### src/rtl/nr_div_pkg.sv
package nr_div_pkg;

  typedef enum logic [1:0] {
    ST_IDLE = 2'd0,
    ST_RUN  = 2'd1,
    ST_FIX  = 2'd2,
    ST_DONE = 2'd3
  } divState_t;

  // Strobes from control to datapath; at most one is high per cycle.
  typedef struct packed {
    logic load;      // capture operands, clear partial remainder
    logic loadZero;  // capture the fixed zero-divisor result
    logic step;      // one shift plus add/subtract iteration
    logic fix;       // final remainder correction
  } divCtrl_t;

endpackage

### src/rtl/nr_div_ctrl.sv
module nr_div_ctrl
  import nr_div_pkg::*;
#(
  parameter int WIDTH = 8
) (
  input  logic     clk,
  input  logic     rstN,
  input  logic     startIn,
  input  logic     divisorZero,
  output divCtrl_t ctrlOut,
  output logic     busyOut,
  output logic     doneOut
);

  localparam int CW = (WIDTH > 2) ? $clog2(WIDTH) : 1;
  localparam logic [CW-1:0] LAST = CW'(WIDTH - 1);

  divState_t stateQ, stateD;
  logic [CW-1:0] iterQ;

  always_comb begin
    stateD  = stateQ;
    ctrlOut = '0;
    unique case (stateQ)
      ST_IDLE: begin
        if (startIn) begin
          if (divisorZero) begin
            ctrlOut.loadZero = 1'b1;
            stateD = ST_DONE;
          end else begin
            ctrlOut.load = 1'b1;
            stateD = ST_RUN;
          end
        end
      end
      ST_RUN: begin
        ctrlOut.step = 1'b1;
        if (iterQ == LAST) stateD = ST_FIX;
      end
      ST_FIX: begin
        ctrlOut.fix = 1'b1;
        stateD = ST_DONE;
      end
      ST_DONE: stateD = ST_IDLE;
      default: stateD = ST_IDLE;
    endcase
  end

  always_ff @(posedge clk) begin
    if (!rstN) begin
      stateQ <= ST_IDLE;
      iterQ  <= '0;
    end else begin
      stateQ <= stateD;
      if (ctrlOut.load)      iterQ <= '0;
      else if (ctrlOut.step) iterQ <= iterQ + 1'b1;
    end
  end

  assign busyOut = (stateQ != ST_IDLE);
  assign doneOut = (stateQ == ST_DONE);

endmodule

### src/rtl/nr_div_datapath.sv
module nr_div_datapath
  import nr_div_pkg::*;
#(
  parameter int WIDTH = 8
) (
  input  logic             clk,
  input  logic             rstN,
  input  divCtrl_t         ctrlIn,
  input  logic [WIDTH-1:0] dividendIn,
  input  logic [WIDTH-1:0] divisorIn,
  output logic             divisorZero,
  output logic [WIDTH-1:0] quotientOut,
  output logic [WIDTH-1:0] remainderOut,
  output logic             divZeroOut
);

  localparam int PW = WIDTH + 1;

  logic [PW-1:0]    pReg;       // two's complement partial remainder
  logic [WIDTH-1:0] aReg;       // dividend shifting out, quotient shifting in
  logic [WIDTH-1:0] bReg;       // divisor
  logic             zeroFlag;

  logic             pNeg;
  logic [PW-1:0]    bExt, pShift, pNext, pFixed;

  always_comb begin
    pNeg   = pReg[PW-1];
    bExt   = {1'b0, bReg};
    pShift = {pReg[PW-2:0], aReg[WIDTH-1]};
    pNext  = pNeg ? (pShift + bExt) : (pShift - bExt);
    pFixed = pNeg ? (pReg + bExt) : pReg;
  end

  always_ff @(posedge clk) begin
    if (!rstN) begin
      pReg     <= '0;
      aReg     <= '0;
      bReg     <= '0;
      zeroFlag <= 1'b0;
    end else if (ctrlIn.load) begin
      pReg     <= '0;
      aReg     <= dividendIn;
      bReg     <= divisorIn;
      zeroFlag <= 1'b0;
    end else if (ctrlIn.loadZero) begin
      pReg     <= {1'b0, dividendIn};
      aReg     <= '1;
      bReg     <= divisorIn;
      zeroFlag <= 1'b1;
    end else if (ctrlIn.step) begin
      pReg <= pNext;
      aReg <= {aReg[WIDTH-2:0], ~pNext[PW-1]};
    end else if (ctrlIn.fix) begin
      pReg <= pFixed;
    end
  end

  assign divisorZero  = (divisorIn == '0);
  assign quotientOut  = aReg;
  assign remainderOut = pReg[WIDTH-1:0];
  assign divZeroOut   = zeroFlag;

endmodule

### src/rtl/nr_divider.sv
module nr_divider
  import nr_div_pkg::*;
#(
  parameter int WIDTH = 8
) (
  input  logic             clk,
  input  logic             rstN,
  input  logic             startIn,
  input  logic [WIDTH-1:0] dividendIn,
  input  logic [WIDTH-1:0] divisorIn,
  output logic             busyOut,
  output logic             doneOut,
  output logic [WIDTH-1:0] quotientOut,
  output logic [WIDTH-1:0] remainderOut,
  output logic             divZeroOut
);

  divCtrl_t ctrl;
  logic     divisorZero;

  nr_div_ctrl #(.WIDTH(WIDTH)) u_ctrl (
    .clk        (clk),
    .rstN       (rstN),
    .startIn    (startIn),
    .divisorZero(divisorZero),
    .ctrlOut    (ctrl),
    .busyOut    (busyOut),
    .doneOut    (doneOut)
  );

  nr_div_datapath #(.WIDTH(WIDTH)) u_dp (
    .clk         (clk),
    .rstN        (rstN),
    .ctrlIn      (ctrl),
    .dividendIn  (dividendIn),
    .divisorIn   (divisorIn),
    .divisorZero (divisorZero),
    .quotientOut (quotientOut),
    .remainderOut(remainderOut),
    .divZeroOut  (divZeroOut)
  );

endmodule

### config.mk
export PLATFORM = sky130hd
export DESIGN_NAME = nr_divider
export DESIGN_NICKNAME = d
export VERILOG_FILES = /design/src/rtl/nr_div_pkg.sv /design/src/rtl/nr_div_ctrl.sv /design/src/rtl/nr_div_datapath.sv /design/src/rtl/nr_divider.sv
export SDC_FILE = /design/constraint.sdc
export NUM_CORES = 1
export LEC_CHECK = 0
export CORE_UTILIZATION = 55
export CTS_CLUSTER_DIAMETER = 50
export CTS_CLUSTER_SIZE = 12
export DETAILED_ROUTE_END_ITERATION = 8
export PLACE_DENSITY = 0.81
export SLEW_MARGIN = 0
export SYNTH_ARGS = -nofsm -noshare
export SYNTH_HDL_FRONTEND = slang
export SYNTH_SLANG_ARGS = --single-unit
export TNS_END_PERCENT = 30
### constraint.sdc
create_clock -name clk -period 7.75 [get_ports clk]
set_input_delay 1.55 -clock clk [delete_from_list [all_inputs] [get_ports clk]]
set_output_delay 1.55 -clock clk [all_outputs]
set_load 0.005 [all_outputs]
==> results of run 1 <==
-- routing by layer --
metal / up-vias / GRT usage (%)
li1: 1142 / -
met1: 1088 / 36.5
met2: 81 / 47.9
met3: 14 / 4.50
met4: 0 / 10.9
met5: - / 0
-- cells by family (layout without fill, tap and decap cells) --
| group | after synthesis | in the layout |
|---|---|---|
| and+or+nand+nor | 101 | 101 |
| AOI/OAI and AO/OA | 95 | 95 |
| DFF | 31 | 31 |
| buffers and inverters | 28 | 53 |
| adders and majority gates | 26 | 26 |
| xor gates and xnor gates | 15 | 15 |
| muxes | 6 | 6 |
-- how the worst max path moves through the flow --
| stage | cells past startpoint | endpoint | startpoint | slack [ns] |
|---|---|---|---|---|
| 3_5_place_dp | 6 | u_dp.pReg[4]$_SDFFE_PP0P_ | divisorIn[1] | 4.20 |
| 6_report | 6 | u_dp.pReg[4]$_SDFFE_PP0P_ | divisorIn[1] | 4.43 |
| 5_1_grt | 6 | u_dp.pReg[6]$_SDFFE_PP0P_ | startIn | 4.34 |
| 4_1_cts | 6 | u_dp.pReg[4]$_SDFFE_PP0P_ | divisorIn[1] | 4.47 |
| 2_1_floorplan | 6 | u_dp.pReg[6]$_SDFFE_PP0P_ | divisorIn[1] | 4.71 |
| 3_3_place_gp | 6 | u_dp.pReg[6]$_SDFFE_PP0P_ | divisorIn[1] | 4.25 |
-- cells in the final DEF (no fill, tap or decap), types with 4 or more instances in the layout --
cell,n
sky130_fd_sc_hd__nand2_1,43
sky130_fd_sc_hd__clkdlybuf4s50_1,37
sky130_fd_sc_hd__dfxtp_1,31
sky130_fd_sc_hd__a21oi_1,25
sky130_fd_sc_hd__ha_1,24
sky130_fd_sc_hd__nor2_1,18
sky130_fd_sc_hd__o21ai_0,15
sky130_fd_sc_hd__xor2_1,10
sky130_fd_sc_hd__nor3_1,9
sky130_fd_sc_hd__inv_1,8
sky130_fd_sc_hd__a21o_1,7
sky130_fd_sc_hd__a21boi_0,7
sky130_fd_sc_hd__a31oi_1,6
sky130_fd_sc_hd__clkbuf_8,6
sky130_fd_sc_hd__xnor2_1,5
sky130_fd_sc_hd__a211oi_1,5
sky130_fd_sc_hd__a221oi_1,4
sky130_fd_sc_hd__mux2i_1,4
sky130_fd_sc_hd__and3_1,4
-- per-stage QoR --
stage	std cells	hold WS, ns
2_1_floorplan	302	0.465
3_3_place_gp	370	0.464
3_5_place_dp	370	0.473
4_1_cts	377	0.485
5_1_grt	377	0.511
6_report	377	0.483
-- report_power, final --
part | internal [mW] | switching (mW)
logic | 0.245 | 0.312
registers | 0.202 | 0.0540
clock network | 0.0695 | 0.0587
total | 0.517 | 0.424
-- tightest hold or removal path, delay by kind of cell (launching register included) --
family	cells	cell delay, ns
DFF	1	0.32
and+or+nand+nor	1	0.06
AOI/OAI and AO/OA	1	0.06
-- sequential cells by signal, indices dropped and copies added, names as in the netlist --
signal and flops:
u_dp.pReg 9, u_dp.bReg 8, u_dp.divZeroOut 1, u_ctrl.iterQ 3, u_dp.quotientOut 8, u_ctrl.stateQ 2
-- final cells by class --
| cell class | count | area share, % |
|---|---|---|
| inverters | 8 | 1.05 |
| clock inverters | 1 | 0.176 |
| well taps | 50 | 2.20 |
| flip-flops and latches | 31 | 21.8 |
| clock buffers | 6 | 2.90 |
| multi-input cells | 243 | 58.6 |
| repair buffers | 38 | 13.3 |
==> flow_summary.html, run 1 <==
<table>
<tr><th>Metric</th><th>Value</th></tr>
<tr><th colspan="2">Clock network</th></tr>
<tr><td>CTS tree</td><td>done</td></tr>
<tr><td>Clock latency at the later pin of the worst-skew pair</td><td>0.28 ns</td></tr>
<tr><td>Total number of clock tree sinks</td><td>31</td></tr>
<tr><td>Hold Buf Count CTS</td><td>0</td></tr>
<tr><td>CTS H-tree lvls</td><td>2</td></tr>
<tr><td>Number of buffers added for setup after CTS</td><td>0</td></tr>
<tr><td>Total of cells resized after clock tree synthesis</td><td>0</td></tr>
<tr><td>Clock buffer count from CTS</td><td>5</td></tr>
<tr><td>Clock tree root buffer cell</td><td>sky130_fd_sc_hd__clkbuf_8</td></tr>
<tr><td>Maximum number of buffers from clock root to sink</td><td>2</td></tr>
<tr><td>Clock Pin Slew Worst Setup and Hold Paths</td><td>0.06 ns</td></tr>
<tr><th colspan="2">Logic synthesis</th></tr>
<tr><td>Library cell occupying the most area in the post-synthesis netlist</td><td>sky130_fd_sc_hd__dfxtp_1</td></tr>
<tr><td>Commonest cells in the netlist</td><td>sky130_fd_sc_hd__nand2_1, sky130_fd_sc_hd__dfxtp_1, sky130_fd_sc_hd__a21oi_1</td></tr>
<tr><td>Proportion of register bits with asynchronous set or reset after synthesis</td><td>0%</td></tr>
<tr><td>Number of storage elements in the synthesis netlist</td><td>31</td></tr>
<tr><td>Adder-cell area share of the yosys netlist</td><td>14.0%</td></tr>
<tr><td>YS warnings</td><td>0</td></tr>
<tr><td>Most repeated cell in the gate-level netlist after synthesis</td><td>sky130_fd_sc_hd__nand2_1</td></tr>
<tr><td>Number of instances in the synthesized netlist</td><td>302</td></tr>
<tr><td>Unique cell type count in the Yosys netlist</td><td>50</td></tr>
<tr><td>Fraction of synthesized area in multiplexers</td><td>2.58%</td></tr>
<tr><td>Simple-gate portion of the synthesized area</td><td>20.4%</td></tr>
<tr><td>Combinational family with the most area after synthesis</td><td>compound AO/OA/AOI/OAI gates</td></tr>
<tr><td>Post-Syn Nets</td><td>347</td></tr>
<tr><td>Xor and xnor fraction of the mapped netlist area</td><td>5.41%</td></tr>
<tr><td>Dominant cells by area after synthesis</td><td>sky130_fd_sc_hd__dfxtp_1, sky130_fd_sc_hd__ha_1, sky130_fd_sc_hd__nand2_1</td></tr>
<tr><td>Dominant register cell in the synthesized netlist</td><td>sky130_fd_sc_hd__dfxtp_1</td></tr>
<tr><td>Fraction of synthesized cell area taken by the top area cell type</td><td>25.6%</td></tr>
<tr><td>Fraction of the mapped netlist area in compound gates</td><td>26.3%</td></tr>
<tr><td>Sequential share of the synthesized area</td><td>25.6%</td></tr>
<tr><td>Synthesized cell area</td><td>0.00243 mm^2</td></tr>
<tr><td>Synth Area per Inst</td><td>8.04 um^2</td></tr>
<tr><td>EDFF count, synth</td><td>0</td></tr>
<tr><th colspan="2">Die</th></tr>
<tr><td>Die W</td><td>68.5 um</td></tr>
<tr><td>Core Box Area</td><td>0.00412 mm^2</td></tr>
<tr><td>Initial Util</td><td>59.0%</td></tr>
<tr><td>Number of ports placed on the die boundary</td><td>38</td></tr>
<tr><td>Die height</td><td>68.5 um</td></tr>
<tr><td>Number of cell rows</td><td>23</td></tr>
<tr><td>Area of the die</td><td>0.00469 mm^2</td></tr>
<tr><th colspan="2">Timing</th></tr>
<tr><td>Final worst path period need</td><td>3.32 ns</td></tr>
<tr><td>Final worst-path cycle share</td><td>42.8%</td></tr>
<tr><td>Post-route setup TNS</td><td>0 ns</td></tr>
<tr><td>Final Max Slew Viols</td><td>0</td></tr>
<tr><td>Highest clock frequency the design can meet</td><td>301 MHz</td></tr>
<tr><td>Total setup violations reported at the end of the flow</td><td>0</td></tr>
<tr><td>Slew HR</td><td>51.4%</td></tr>
<tr><td>Layout Skew</td><td>0.00358 ns</td></tr>
<tr><td>RSZ-0062 raised after global routing</td><td>false</td></tr>
<tr><td>Transition time of the tightest slew-check pin</td><td>0.721 ns</td></tr>
<tr><td>Hold violation total from the final report</td><td>0</td></tr>
<tr><td>Worst Slack Setup Final</td><td>4.43 ns</td></tr>
<tr><th colspan="2">Worst setup path</th></tr>
<tr><td>Critical-path cell list</td><td>clkdlybuf4s50_1 &gt; or4_4 &gt; o21ai_2 &gt; nand2_2 &gt; a21oi_1 &gt; o21bai_1</td></tr>
<tr><td>WP data required</td><td>7.96 ns</td></tr>
<tr><td>Slack of the worst reg-to-reg path</td><td>4.77 ns</td></tr>
<tr><td>Worst path arrival time</td><td>3.53 ns</td></tr>
<tr><td>Crit start category</td><td>primary input</td></tr>
<tr><td>Largest stage delay on the critical path</td><td>0.60 ns</td></tr>
<tr><td>Reg2reg start</td><td>u_dp.bReg[1]$_SDFFE_PN0P_</td></tr>
<tr><td>Worst-path cell with the longest stage delay</td><td>sky130_fd_sc_hd__or4_4</td></tr>
<tr><td>Nature of the critical path endpoint</td><td>flop</td></tr>
<tr><td>Top fanout value on the critical path</td><td>10</td></tr>
<tr><td>Capture instance of the worst register-to-register path</td><td>u_dp.pReg[6]$_SDFFE_PP0P_</td></tr>
<tr><td>Crit path max-delay family</td><td>simple AND/OR/NAND/NOR gates</td></tr>
<tr><td>Critical path class</td><td>primary input to flop</td></tr>
<tr><td>Cell count of the worst reg-to-reg path</td><td>9</td></tr>
<tr><td>Crit path buf inv count</td><td>1</td></tr>
<tr><th colspan="2">Place</th></tr>
<tr><td>Area of placed instances</td><td>0.00276 mm^2</td></tr>
<tr><td>Final weighted congestion of routability-driven global placement</td><td>0.915</td></tr>
<tr><td>I/O Buffers</td><td>37</td></tr>
<tr><td>Detailed Place HPWL</td><td>4730 um</td></tr>
<tr><td>DP Worst Slack</td><td>4.20 ns</td></tr>
<tr><th colspan="2">Routing</th></tr>
<tr><td>Total wirelength of the detailed-routed design</td><td>6140 um</td></tr>
<tr><td>Average wire per standard cell</td><td>16.3 um</td></tr>
<tr><td>Total number of vias</td><td>2325</td></tr>
<tr><td>Residual DRC count</td><td>0</td></tr>
<tr><td>Routed length on met3</td><td>322 um</td></tr>
<tr><td>Vias per inst</td><td>6.17</td></tr>
<tr><td>Met2 Routed Length</td><td>2880 um</td></tr>
<tr><td>Highest metal layer with signal wires</td><td>met4</td></tr>
<tr><td>Drt pass-1 iters</td><td>4</td></tr>
<tr><td>Post-DRT Antenna Nets</td><td>0</td></tr>
<tr><td>Met1 layer wirelength in the final routing</td><td>2800 um</td></tr>
<tr><td>Detailed Route Iter0 Violations</td><td>183</td></tr>
<tr><th colspan="2">Power</th></tr>
<tr><td>Static leakage power</td><td>1.21 nW</td></tr>
<tr><td>IR Drop Worst-Case VDD</td><td>0.000212 V</td></tr>
<tr><td>Total Power</td><td>941 uW</td></tr>
<tr><td>Power per unit of standard cell area</td><td>331 mW/mm^2</td></tr>
<tr><th colspan="2">Layout</th></tr>
<tr><td>Area of all sequential standard cells</td><td>621 um^2</td></tr>
<tr><td>Number of antenna repair diodes</td><td>0</td></tr>
<tr><td>Area overhead of the layout relative to synthesis</td><td>17.2%</td></tr>
<tr><td>Final Net Count</td><td>372</td></tr>
<tr><td>Fillers</td><td>346</td></tr>
<tr><td>Final Util</td><td>69.2%</td></tr>
<tr><td>Cell area after layout</td><td>0.00285 mm^2</td></tr>
<tr><td>Multi-input gate area in the final layout</td><td>0.00167 mm^2</td></tr>
<tr><td>Layout cells sized above 1</td><td>5.81%</td></tr>
<tr><th colspan="2">Hold path</th></tr>
<tr><td>Worst Hold Path Cells</td><td>2</td></tr>
<tr><td>Worst Hold Class</td><td>flop to flop</td></tr>
<tr><td>WHS Endpoint</td><td>u_dp.quotientOut[5]$_SDFFE_PN0P_</td></tr>
<tr><td>Beginning of the worst hold path</td><td>u_dp.quotientOut[5]$_SDFFE_PN0P_</td></tr>
<tr><th colspan="2">Global route</th></tr>
<tr><td>Global-route congestion overflow total</td><td>0</td></tr>
<tr><td>Number of global-route vias before repair</td><td>2094</td></tr>
<tr><td>Total global routing track utilization</td><td>28.6%</td></tr>
<tr><td>Largest net degree at the start of global routing</td><td>28</td></tr>
<tr><td>Initial antenna violation count</td><td>0</td></tr>
<tr><td>First-pass GRT wire length</td><td>9740 um</td></tr>
<tr><th colspan="2">Run status</th></tr>
<tr><td>Run status</td><td>finished clean</td></tr>
<tr><th colspan="2">Flow run</th></tr>
<tr><td>Count of max-cap constraint violations</td><td>0</td></tr>
</table>
No activity file was read; power rests on OpenSTA's default activity.
==> run 2: changes to the inputs <==
--- a/config.mk
+++ b/config.mk
@@ -5,11 +5,11 @@
 export SDC_FILE = /design/constraint.sdc
 export NUM_CORES = 1
 export LEC_CHECK = 0
-export CORE_UTILIZATION = 55
+export CORE_UTILIZATION = 54
 export CTS_CLUSTER_DIAMETER = 50
 export CTS_CLUSTER_SIZE = 12
 export DETAILED_ROUTE_END_ITERATION = 8
-export PLACE_DENSITY = 0.81
+export PLACE_DENSITY = 0.8
 export SLEW_MARGIN = 0
 export SYNTH_ARGS = -nofsm -noshare
 export SYNTH_HDL_FRONTEND = slang
==> constraint.sdc (replaced) <==
create_clock -name clk -period 3.3 [get_ports clk]
set_input_delay 0.66 -clock clk [delete_from_list [all_inputs] [get_ports clk]]
set_output_delay 0.66 -clock clk [all_outputs]
set_load 0.005 [all_outputs]
==> flow_summary.html, run 2 (synthesized netlist as in run 1, its figures left out) <==
<table>
<tr><th>Metric</th><th>Value</th></tr>
<tr><th colspan="2">Run status</th></tr>
<tr><td>Run status</td><td>finished clean</td></tr>
<tr><th colspan="2">Routing</th></tr>
<tr><td>Vias per inst</td><td>6.18 (+0.25%)</td></tr>
<tr><td>Post-DRT Antenna Nets</td><td>0 (unchanged)</td></tr>
<tr><td>Drt pass-1 iters</td><td>4 (unchanged)</td></tr>
<tr><td>Average wire per standard cell</td><td>16.8 um (+2.9%)</td></tr>
<tr><td>Total number of vias</td><td>2368 (+1.8%)</td></tr>
<tr><td>Detailed Route Iter0 Violations</td><td>149 (-19%)</td></tr>
<tr><td>Residual DRC count</td><td>0 (unchanged)</td></tr>
<tr><td>Total wirelength of the detailed-routed design</td><td>6420 um (+4.5%)</td></tr>
<tr><th colspan="2">Global route</th></tr>
<tr><td>Largest net degree at the start of global routing</td><td>27 (-3.6%)</td></tr>
<tr><td>Total global routing track utilization</td><td>28.0% (-0.58 points)</td></tr>
<tr><td>Number of global-route vias before repair</td><td>2237 (+6.8%)</td></tr>
<tr><td>First-pass GRT wire length</td><td>10600 um (+9.1%)</td></tr>
<tr><td>Global-route congestion overflow total</td><td>0 (unchanged)</td></tr>
<tr><td>Initial antenna violation count</td><td>0 (unchanged)</td></tr>
<tr><th colspan="2">Worst setup path</th></tr>
<tr><td>Cell type with the highest occurrence count on the critical path</td><td>sky130_fd_sc_hd__mux2_2</td></tr>
<tr><td>Worst-path cell with the longest stage delay</td><td>sky130_fd_sc_hd__fa_1</td></tr>
<tr><td>Top fanout value on the critical path</td><td>7 (-3)</td></tr>
<tr><td>Crit start category</td><td>flop</td></tr>
<tr><td>Largest stage delay on the critical path</td><td>0.46 ns (-0.14 ns)</td></tr>
<tr><td>Critical path class</td><td>flop to flop</td></tr>
<tr><td>Crit path max-delay family</td><td>compound AO/OA/AOI/OAI gates</td></tr>
<tr><td>Critical-path cell list</td><td>inv_1 &gt; ha_1 &gt; mux2_2 &gt; fa_1 &gt; a211oi_1 &gt; o21bai_1 &gt; a21oi_1 &gt; mux2_2 &gt; a221oi_2</td></tr>
<tr><td>Crit path buf inv count</td><td>1 (unchanged)</td></tr>
<tr><td>WP data required</td><td>3.49 ns (-4.47 ns)</td></tr>
<tr><td>Nature of the critical path endpoint</td><td>flop</td></tr>
<tr><td>Worst path arrival time</td><td>3.10 ns (-0.43 ns)</td></tr>
<tr><th colspan="2">Clock network</th></tr>
<tr><td>Maximum number of buffers from clock root to sink</td><td>2 (unchanged)</td></tr>
<tr><td>Clock Pin Slew Worst Setup and Hold Paths</td><td>0.06 ns (about the same)</td></tr>
<tr><td>Total of cells resized after clock tree synthesis</td><td>0 (unchanged)</td></tr>
<tr><td>Clock buffer count from CTS</td><td>5 (unchanged)</td></tr>
<tr><td>Hold Buf Count CTS</td><td>0 (unchanged)</td></tr>
<tr><td>CTS tree</td><td>done</td></tr>
<tr><td>CTS H-tree lvls</td><td>2 (unchanged)</td></tr>
<tr><td>Clock latency at the later pin of the worst-skew pair</td><td>0.28 ns (about the same)</td></tr>
<tr><td>Number of buffers added for setup after CTS</td><td>0 (unchanged)</td></tr>
<tr><td>Total number of clock tree sinks</td><td>31 (unchanged)</td></tr>
<tr><td>Clock tree root buffer cell</td><td>sky130_fd_sc_hd__clkbuf_8</td></tr>
<tr><th colspan="2">Place</th></tr>
<tr><td>Detailed Place HPWL</td><td>4960 um (+4.7%)</td></tr>
<tr><td>Area of placed instances</td><td>0.00280 mm^2 (+1.5%)</td></tr>
<tr><td>Final weighted congestion of routability-driven global placement</td><td>0.932 (+1.9%)</td></tr>
<tr><td>I/O Buffers</td><td>37 (unchanged)</td></tr>
<tr><td>DP Worst Slack</td><td>0.431 ns (-3.76 ns)</td></tr>
<tr><th colspan="2">Layout</th></tr>
<tr><td>Most common cell after layout, fill and taps aside</td><td>sky130_fd_sc_hd__nand2_1</td></tr>
<tr><td>Area overhead of the layout relative to synthesis</td><td>18.2%</td></tr>
<tr><td>Final Net Count</td><td>377 (+1.3%)</td></tr>
<tr><td>Final Util</td><td>66.4% (-2.8 points)</td></tr>
<tr><td>Layout cells sized above 1</td><td>6.65% (+0.84 points)</td></tr>
<tr><td>Cell area after layout</td><td>0.00287 mm^2 (+0.88%)</td></tr>
<tr><td>Area of all sequential standard cells</td><td>621 um^2 (unchanged)</td></tr>
<tr><td>Multi-input gate area in the final layout</td><td>0.00167 mm^2 (unchanged)</td></tr>
<tr><td>Commonest cells after routing, fill and taps aside</td><td>sky130_fd_sc_hd__nand2_1, sky130_fd_sc_hd__clkdlybuf4s50_1, sky130_fd_sc_hd__dfxtp_1, sky130_fd_sc_hd__a21oi_1, sky130_fd_sc_hd__ha_1</td></tr>
<tr><td>Fillers</td><td>385 (+11%)</td></tr>
<tr><td>Number of antenna repair diodes</td><td>0 (unchanged)</td></tr>
<tr><td>Largest register FFs</td><td>9 (unchanged)</td></tr>
<tr><td>Top reg by flops</td><td>u_dp.pReg</td></tr>
<tr><th colspan="2">Die</th></tr>
<tr><td>Die height</td><td>69.1 um (+0.89%)</td></tr>
<tr><td>Number of cell rows</td><td>24 (+4.3%)</td></tr>
<tr><td>Die W</td><td>69.1 um (+0.89%)</td></tr>
<tr><td>Number of ports placed on the die boundary</td><td>38 (unchanged)</td></tr>
<tr><td>Initial Util</td><td>56.2% (-2.9 points)</td></tr>
<tr><td>Core Box Area</td><td>0.00432 mm^2 (+5.1%)</td></tr>
<tr><td>Area of the die</td><td>0.00477 mm^2 (+1.8%)</td></tr>
<tr><th colspan="2">Hold path</th></tr>
<tr><td>Worst Hold Class</td><td>flop to flop</td></tr>
<tr><th colspan="2">Power</th></tr>
<tr><td>Power per unit of standard cell area</td><td>772 mW/mm^2 (+130%)</td></tr>
<tr><td>IR Drop Worst-Case VDD</td><td>0.000527 V (+150%)</td></tr>
<tr><td>Static leakage power</td><td>1.23 nW (+1.2%)</td></tr>
<tr><th colspan="2">Timing</th></tr>
<tr><td>Layout Skew</td><td>0.00344 ns (-0.000141 ns)</td></tr>
<tr><td>Post-route setup TNS</td><td>0 ns (unchanged)</td></tr>
<tr><td>Worst Slack Setup Final</td><td>0.397 ns (-4.03 ns)</td></tr>
<tr><td>Highest clock frequency the design can meet</td><td>344 MHz</td></tr>
<tr><td>Hold violation total from the final report</td><td>0 (unchanged)</td></tr>
<tr><td>Slew HR</td><td>52.3% (+0.87 points)</td></tr>
<tr><td>Final Max Slew Viols</td><td>0 (unchanged)</td></tr>
<tr><td>RSZ-0062 raised after global routing</td><td>false</td></tr>
<tr><td>Final worst path period need</td><td>2.90 ns</td></tr>
<tr><td>Total setup violations reported at the end of the flow</td><td>0 (unchanged)</td></tr>
<tr><td>Transition time of the tightest slew-check pin</td><td>0.708 ns (-0.0129 ns)</td></tr>
<tr><td>Final worst-path cycle share</td><td>88.0%</td></tr>
<tr><th colspan="2">Flow run</th></tr>
<tr><td>Count of max-cap constraint violations</td><td>0 (unchanged)</td></tr>
</table>
run 2: metal layers:
metal,routed length (um),vias to the layer above,GRT usage [%]
met1,2750,1069,37.6
met4,141,0,12.7
met2,2970,138,43.8
met5,0,-,0
met3,565,12,4.82
li1,-,1149,-
run 2: final timing paths:
| check | startpoint | end | slack (ns) | cells after the start |
|---|---|---|---|---|
| worst min register to register | u_dp.quotientOut[4]$_SDFFE_PN0P_ | u_dp.quotientOut[4]$_SDFFE_PN0P_ | 0.48 | 2 |
| worst max register to register | u_dp.bReg[1]$_SDFFE_PN0P_ | u_dp.pReg[6]$_SDFFE_PP0P_ | 0.40 | 9 |
| worst min-delay path | u_dp.quotientOut[4]$_SDFFE_PN0P_ | u_dp.quotientOut[4]$_SDFFE_PN0P_ | 0.48 | 2 |
| worst max-delay path | u_dp.bReg[1]$_SDFFE_PN0P_ | u_dp.pReg[6]$_SDFFE_PP0P_ | 0.40 | 9 |
run 2: worst min-delay path: cells and delay by family (launching register included):
family,cells,cell delay (ns)
flip-flops,1,0.32
AND/OR/NAND/NOR,1,0.06
AO/OA/AOI/OAI,1,0.05
run 2: cell type report:
class                           instances  share of cell area (%)
Multi-Input combinational cell        243                    58.1
Sequential cell                        31                    21.6
Timing Repair Buffer                   43                    14.5
Clock buffer                            6                    2.53
Tap cell                               52                    2.27
Inverter                                8                    1.05
run 2: report_power, final:
part	total (mW)	internal (mW)	leakage, nW	switching (mW)
Combinational	1.35	0.597	0.938	0.750
Clock	0.272	0.140	0.0371	0.132
Sequential	0.596	0.474	0.254	0.122
Total	2.22	1.21	1.23	1.00
run 2: stage by stage:
stage	instances	total power, mW	hold WS [ns]
2_1_floorplan	302	1.52	0.465
3_3_place_gp	377	1.90	0.462
3_5_place_dp	377	1.92	0.462
4_1_cts	383	2.20	0.477
5_1_grt	383	2.39	0.509
6_report	383	2.22	0.482
